$ cat src/rtl/csr_mfile_pkg.sv
package csr_mfile_pkg;
  localparam int XLEN     = 32;
  localparam int ADDR_W   = 12;
  localparam int OP_W     = 3;
  localparam int CAUSE_W  = 4;
  localparam int IMM_W    = 5;

  localparam logic [OP_W-1:0] OP_WR   = 3'd1;
  localparam logic [OP_W-1:0] OP_SET  = 3'd2;
  localparam logic [OP_W-1:0] OP_CLR  = 3'd3;

  localparam logic [ADDR_W-1:0] A_STATUS = 12'h300;
  localparam logic [ADDR_W-1:0] A_TVEC   = 12'h305;
  localparam logic [ADDR_W-1:0] A_TVAL   = 12'h343;
  localparam logic [ADDR_W-1:0] A_VENDOR = 12'hF11;
  localparam logic [ADDR_W-1:0] A_ARCH   = 12'hF12;
  localparam logic [ADDR_W-1:0] A_IMPL   = 12'hF13;
  localparam logic [ADDR_W-1:0] A_HART   = 12'hF14;

  localparam int ST_IE_BIT   = 3;
  localparam int ST_PIE_BIT  = 7;
  localparam int ST_PRV_LO   = 11;
  localparam int TVEC_MODE_W = 2;

  localparam logic [CAUSE_W-1:0] CAUSE_ILLEGAL = 4'd2;

  typedef enum logic [3:0] {
    SEL_NONE, SEL_STATUS, SEL_TVEC, SEL_TVAL,
    SEL_VENDOR, SEL_ARCH, SEL_IMPL, SEL_HART, SEL_EXT
  } csr_sel_e;

  typedef struct packed {
    logic                        ie;
    logic                        pie;
    logic [XLEN-TVEC_MODE_W-1:0] tvec_base;
    logic [XLEN-1:0]             tval;
  } csr_state_t;

  function automatic logic [XLEN-1:0] csr_combine(input logic [OP_W-1:0] op,
                                                  input logic [XLEN-1:0] old_v,
                                                  input logic [XLEN-1:0] src);
    logic [XLEN-1:0] opnd;
    opnd = op[2] ? {{(XLEN-IMM_W){1'b0}}, src[IMM_W-1:0]} : src;
    case (op[1:0])
      2'b01:   return opnd;
      2'b10:   return old_v | opnd;
      2'b11:   return old_v & ~opnd;
      default: return old_v;
    endcase
  endfunction
endpackage

$ cat src/rtl/csr_mfile_decode.sv
module csr_mfile_decode
  import csr_mfile_pkg::*;
(
  input  logic [ADDR_W-1:0] addr,
  input  logic              ext_claim,
  output csr_sel_e          sel
);
  always_comb begin
    case (addr)
      A_STATUS: sel = SEL_STATUS;
      A_TVEC:   sel = SEL_TVEC;
      A_TVAL:   sel = SEL_TVAL;
      A_VENDOR: sel = SEL_VENDOR;
      A_ARCH:   sel = SEL_ARCH;
      A_IMPL:   sel = SEL_IMPL;
      A_HART:   sel = SEL_HART;
      default:  sel = ext_claim ? SEL_EXT : SEL_NONE;
    endcase
  end
endmodule

$ cat src/rtl/csr_mfile_rmux.sv
module csr_mfile_rmux
  import csr_mfile_pkg::*;
#(
  parameter logic [XLEN-1:0] VENDOR_ID = 32'h0,
  parameter logic [XLEN-1:0] ARCH_ID   = 32'h0,
  parameter logic [XLEN-1:0] IMPL_ID   = 32'h0,
  parameter logic [XLEN-1:0] HART_ID   = 32'h0
) (
  input  csr_sel_e        sel,
  input  csr_state_t      st,
  input  logic [XLEN-1:0] ext_rdata,
  output logic [XLEN-1:0] rdata
);
  always_comb begin
    rdata = '0;
    case (sel)
      SEL_STATUS: begin
        rdata[ST_PRV_LO+1:ST_PRV_LO] = 2'b11;
        rdata[ST_PIE_BIT]            = st.pie;
        rdata[ST_IE_BIT]             = st.ie;
      end
      SEL_TVEC:   rdata = {st.tvec_base, {TVEC_MODE_W{1'b0}}};
      SEL_TVAL:   rdata = st.tval;
      SEL_VENDOR: rdata = VENDOR_ID;
      SEL_ARCH:   rdata = ARCH_ID;
      SEL_IMPL:   rdata = IMPL_ID;
      SEL_HART:   rdata = HART_ID;
      SEL_EXT:    rdata = ext_rdata;
      default:    rdata = '0;
    endcase
  end
endmodule

$ cat src/rtl/csr_mfile_regs.sv
module csr_mfile_regs
  import csr_mfile_pkg::*;
#(
  parameter logic [XLEN-1:0] TVEC_RESET = 32'h0
) (
  input  logic            clk,
  input  logic            rst_n,
  input  logic            we,
  input  csr_sel_e        sel,
  input  logic [XLEN-1:0] wdata,
  output csr_state_t      st
);
  always_ff @(posedge clk or negedge rst_n) begin
    if (!rst_n) begin
      st.ie        <= 1'b0;
      st.pie       <= 1'b0;
      st.tvec_base <= TVEC_RESET[XLEN-1:TVEC_MODE_W];
      st.tval      <= '0;
    end else if (we) begin
      case (sel)
        SEL_STATUS: begin
          st.ie  <= wdata[ST_IE_BIT];
          st.pie <= wdata[ST_PIE_BIT];
        end
        SEL_TVEC: st.tvec_base <= wdata[XLEN-1:TVEC_MODE_W];
        SEL_TVAL: st.tval      <= wdata;
        default: ;
      endcase
    end
  end
endmodule

$ cat src/rtl/csr_mfile.sv
module csr_mfile
  import csr_mfile_pkg::*;
#(
  parameter logic [XLEN-1:0] TVEC_RESET = 32'h0000_0100,
  parameter logic [XLEN-1:0] VENDOR_ID  = 32'h0000_0A5C,
  parameter logic [XLEN-1:0] ARCH_ID    = 32'h0000_0003,
  parameter logic [XLEN-1:0] IMPL_ID    = 32'h0000_0001,
  parameter logic [XLEN-1:0] HART_ID    = 32'h0000_0007
) (
  input  logic               clk,
  input  logic               rst_n,
  input  logic               req_valid,
  output logic               req_ready,
  input  logic [ADDR_W-1:0]  req_addr,
  input  logic [OP_W-1:0]    req_op,
  input  logic [XLEN-1:0]    req_src,
  input  logic               req_wen,
  input  logic               ext_claim,
  input  logic [XLEN-1:0]    ext_rdata,
  output logic               ext_we,
  output logic [XLEN-1:0]    ext_wdata,
  output logic               rsp_valid,
  input  logic               rsp_ready,
  output logic [XLEN-1:0]    rsp_rdata,
  output logic               rsp_illegal,
  output logic [CAUSE_W-1:0] rsp_cause
);
  csr_sel_e        sel;
  csr_state_t      st_q;
  logic [XLEN-1:0] old_v, new_v;
  logic            accept, op_ok, ro_hit, illegal, do_wr;

  csr_mfile_decode u_dec (.addr(req_addr), .ext_claim(ext_claim), .sel(sel));

  csr_mfile_rmux #(.VENDOR_ID(VENDOR_ID), .ARCH_ID(ARCH_ID),
                   .IMPL_ID(IMPL_ID), .HART_ID(HART_ID)) u_rmux (
    .sel(sel), .st(st_q), .ext_rdata(ext_rdata), .rdata(old_v));

  assign new_v   = csr_combine(req_op, old_v, req_src);
  assign op_ok   = (req_op[1:0] != 2'b00);
  assign ro_hit  = (req_addr[ADDR_W-1:ADDR_W-2] == 2'b11);
  assign illegal = !op_ok || (sel == SEL_NONE) || (ro_hit && req_wen);

  assign req_ready = !rsp_valid || rsp_ready;
  assign accept    = req_valid && req_ready;
  assign do_wr     = accept && !illegal && req_wen;

  csr_mfile_regs #(.TVEC_RESET(TVEC_RESET)) u_regs (
    .clk(clk), .rst_n(rst_n), .we(do_wr), .sel(sel), .wdata(new_v), .st(st_q));

  assign ext_we    = do_wr && (sel == SEL_EXT);
  assign ext_wdata = new_v;

  always_ff @(posedge clk or negedge rst_n) begin
    if (!rst_n) begin
      rsp_valid   <= 1'b0;
      rsp_rdata   <= '0;
      rsp_illegal <= 1'b0;
      rsp_cause   <= '0;
    end else if (accept) begin
      rsp_valid   <= 1'b1;
      rsp_rdata   <= illegal ? '0 : old_v;
      rsp_illegal <= illegal;
      rsp_cause   <= illegal ? CAUSE_ILLEGAL : '0;
    end else if (rsp_ready) begin
      rsp_valid   <= 1'b0;
    end
  end
endmodule

$ cat config.mk
export PLATFORM = sky130hd
export DESIGN_NAME = csr_mfile
export DESIGN_NICKNAME = d
export VERILOG_FILES = /design/src/rtl/csr_mfile_pkg.sv /design/src/rtl/csr_mfile_decode.sv /design/src/rtl/csr_mfile_rmux.sv /design/src/rtl/csr_mfile_regs.sv /design/src/rtl/csr_mfile.sv
export SDC_FILE = /design/constraint.sdc
export NUM_CORES = 1
export LEC_CHECK = 0
export ABC_AREA = 1
export BUFFER_PORTS_ARGS = -buffer_cell sky130_fd_sc_hd__buf_4
export CELL_PAD_IN_SITES_DETAIL_PLACEMENT = 0
export CELL_PAD_IN_SITES_GLOBAL_PLACEMENT = 1
export CORE_ASPECT_RATIO = 1.75
export CORE_UTILIZATION = 38
export DETAILED_ROUTE_END_ITERATION = 7
export GPL_ROUTABILITY_DRIVEN = 0
export HOLD_SLACK_MARGIN = 0.02
export PLACE_DENSITY_LB_ADDON = 0.05
export SLEW_MARGIN = 25
export SYNTH_ARGS = -nofsm -noshare
export SYNTH_HDL_FRONTEND = slang
export SYNTH_HIERARCHICAL = 1
export SYNTH_SLANG_ARGS = --single-unit
$ cat constraint.sdc
create_clock -name clk -period 3.9 [get_ports clk]
set_input_delay 0.78 -clock clk [delete_from_list [all_inputs] [get_ports clk]]
set_output_delay 0.78 -clock clk [all_outputs]
set_load 0.05 [all_outputs]
==> reports/summary.txt <==
Status = completed
Crit share post-route = 0.954
Vias in the first global route = 6,317
Number of max-cap violations = 0
Leakage = 4.20 nW
Remaining antenna violation count = 0
Initial Util = 0.389
Setup-failing EPs final = 0
Via density = 5.51
ANT cells = 0
Async SR Flop Fraction = 1.00
Hold buffers post-CTS = 0
Initial detailed-routing violation count = 338
NetSw = 0.000864 W
Critical path required time = 3.12 ns
Netlist cell types = 29
Die Wd = 96.6 um
RSZ-0062 raised after global routing = yes
Worst-skew pair later-pin latency = 0.35 ns
CP max FO = 27
Fraction of layout cells with a size suffix above 1 = 0.283
Min-Delay Path Class = in2async
Clock slew at reported path FFs = 0.07 ns
Power per cell area = 336 mW/mm2
Final Util = 0.509
WL final = 21,100 um
Top_reg_cell synth = dfrtp_1
Std cell rows = 60
Antenna violations before repair = 0
Port bufs = 153
Clk root buf = clkbuf_16
Area Overhead vs Synth = 30.9%
DP HPWL = 14,400 um
Post-synthesis cell area = 0.00595 mm2
Number of detailed-route iterations in the first pass = 5
Clock Power Share = 0.343
Via count = 6,421
Fin crit period = 3.72 ns
Skew final = 0.0102 ns
Final-report hold violation count = 0
Flip-flop and latch area = 0.00245 mm2
Sw frac = 0.330
Nets = 1,060
Max Freq = 0.269 GHz
Slew Limit Fails = 0
Critical path arrival = 2.94 ns
Post-DR wirelength/cell = 18.1 um
First-pass GRT wire length = 33,000 um
CTS tree = built
Worst Tran Pin Value = 0.729 ns
CTS Buf Count = 9
GR Overflow Total = 0
Clock H-tree levels = 3
Synth Warn # = 6
Area occupied by multi-input gates = 0.00305 mm2
Io pins = 157
# clock sinks = 98
Number of flops mapped to enable cells by yosys = 0
P_int = 0.00175 W
Seq/Total Area, Yosys = 0.412
Startpoint types = input pin
Largest net degree at the start of global routing = 73
#FFs+latches synth = 98
GRT Total Usage = 0.259
CP Capture Type = output port
Rel. slew slack = 0.513
Mean Syn Cell Area = 7.19 um2
DRC = 0
Core area = 0.0153 mm2
Fillers = 1,567
Worst hold slack = 0.431 ns
Setup Crit Path Kind = in2out
Clock buffer depth = 2
Die height = 168 um
Die area = 0.0162 mm2
Max VDD drop = 0.196 mV
Gate power share = 0.255
Post-Syn Instances = 828
Seq pwr share = 0.402
worst paths after layout:
kind | from | endpoint | cells past startpoint | slack [ns]
min reg2reg | u_regs/st[38]$_DFFE_PN1P_ | u_regs/st[38]$_DFFE_PN1P_ | 2 | 0.47
min | rst_n | rsp_rdata[18]$_DFFE_PN0P_ | 1 | 0.43
max | req_addr[1] | ext_wdata[8] | 16 | 0.18
min in group clk | u_regs/st[38]$_DFFE_PN1P_ | u_regs/st[38]$_DFFE_PN1P_ | 2 | 0.47
max in group asynchronous | rst_n | u_regs/st[57]$_DFFE_PN0P_ | 2 | 2.75
max reg2reg | rsp_valid$_DFFE_PN0P_ | u_regs/st[30]$_DFFE_PN0P_ | 11 | 1.71
flip-flops by register name, indices dropped and copies added (netlist names):
register and flops:
u_regs/st 64, rsp_rdata 32, rsp_cause 1, rsp_valid 1
cell type report:
| class | instances | area share |
|---|---|---|
| multi-input cells | 613 | 0.391 |
| well taps | 186 | 0.0299 |
| flip-flops and latches | 98 | 0.315 |
| inverters | 58 | 0.0291 |
| repair buffers | 195 | 0.197 |
| clock inverters | 5 | 0.00803 |
| clock buffers | 11 | 0.0299 |
layout by cell type, fill, tap and decap left out, drive strengths merged:
cell	instances
nand3	110
clkbuf	11
nand4	72
dfrtp	97
dfstp	1
o22ai	27
bufinv	1
nand2	323
nor3	1
buf	195
conb	3
clkinv	2
nor2	37
o21ai	7
a21oi	30
nand3b	1
o211ai	2
inv	58
clkinvlp	2
metal layers:
layer | vias to the layer above | part of all wire | GRT usage
met5 | - | 0 | 0
met4 | 0 | 0.035 | 0.115
met3 | 39 | 0.052 | 0.0388
met2 | 247 | 0.53 | 0.477
met1 | 3091 | 0.39 | 0.291
li1 | 3044 | - | -
power groups by stage:
stage / logic, W / registers (W) / clock network, W
floorplan: 0.000308 / 0.00115 / 0
global placement: 0.000641 / 0.00107 / 0
detailed placement: 0.000647 / 0.00107 / 0
CTS: 0.000649 / 0.00105 / 0.000922
finish: 0.000667 / 0.00105 / 0.000896
global route: 0.000707 / 0.00106 / 0.000964
critical path: stages:
cell     delay [ns]
buf_4          0.12
inv_1          0.10
nand3_1        0.11
nor2_1         0.16
nand2_2        0.08
nand2_2        0.09
nor3_2         0.07
buf_4          0.16
nor2_4         0.20
nand2_2        0.13
inv_8          0.19
nand2_1        0.09
nand3_1        0.15
inv_1          0.07
o22ai_2        0.19
buf_4          0.25
metrics by stage:
| stage | worst slack, ns | setup TNS (ns) | cells | area [um2] | total power, W |
|---|---|---|---|---|---|
| 2_1_floorplan | 0.00422 | 0 | 830 | 5960 | 0.00146 |
| 3_3_place_gp | -0.0246 | -0.0246 | 1147 | 7320 | 0.00171 |
| 3_5_place_dp | -0.112 | -0.150 | 1147 | 7320 | 0.00172 |
| 4_1_cts | 0.0159 | 0 | 1163 | 7630 | 0.00262 |
| 5_1_grt | -0.0102 | -0.0143 | 1166 | 7790 | 0.00273 |
| 6_report | 0.179 | 0 | 1166 | 7790 | 0.00262 |
Yosys cell counts, types with 2 or more instances:
| library cell | count | area (um2) |
|---|---|---|
| a21oi_1 | 29 | 145 |
| buf_2 | 29 | 145 |
| buf_4 | 12 | 90.1 |
| buf_6 | 8 | 90.1 |
| buf_8 | 2 | 30.0 |
| clkbuf_1 | 9 | 33.8 |
| dfrtp_1 | 97 | 2430 |
| inv_1 | 47 | 176 |
| inv_2 | 9 | 33.8 |
| nand2_1 | 310 | 1160 |
| nand2_2 | 12 | 75.1 |
| nand3_1 | 102 | 510 |
| nand3_2 | 8 | 80.1 |
| nand4_1 | 72 | 450 |
| nor2_1 | 27 | 101 |
| nor2_2 | 3 | 18.8 |
| nor2_4 | 7 | 78.8 |
| o211ai_1 | 2 | 15.0 |
| o21ai_0 | 7 | 35.0 |
| o22ai_1 | 27 | 169 |
logic make-up (layout without fill, tap and decap cells):
logic type	Yosys count	after routing	share of synthesized area
buffers and inverters	119	269	0.103
AOI/OAI and AO/OA	66	66	0.0626
DFF	98	98	0.412
other	1	3	0.000630
and+or+nand+nor	544	544	0.421
timing repair:
action,in CTS,in global routing
setup buffers,0,3
endpoints found under the setup margin,3,32
pin swaps,0,1
gates resized for setup,2,24
No activity file was read; power rests on OpenSTA's default activity.
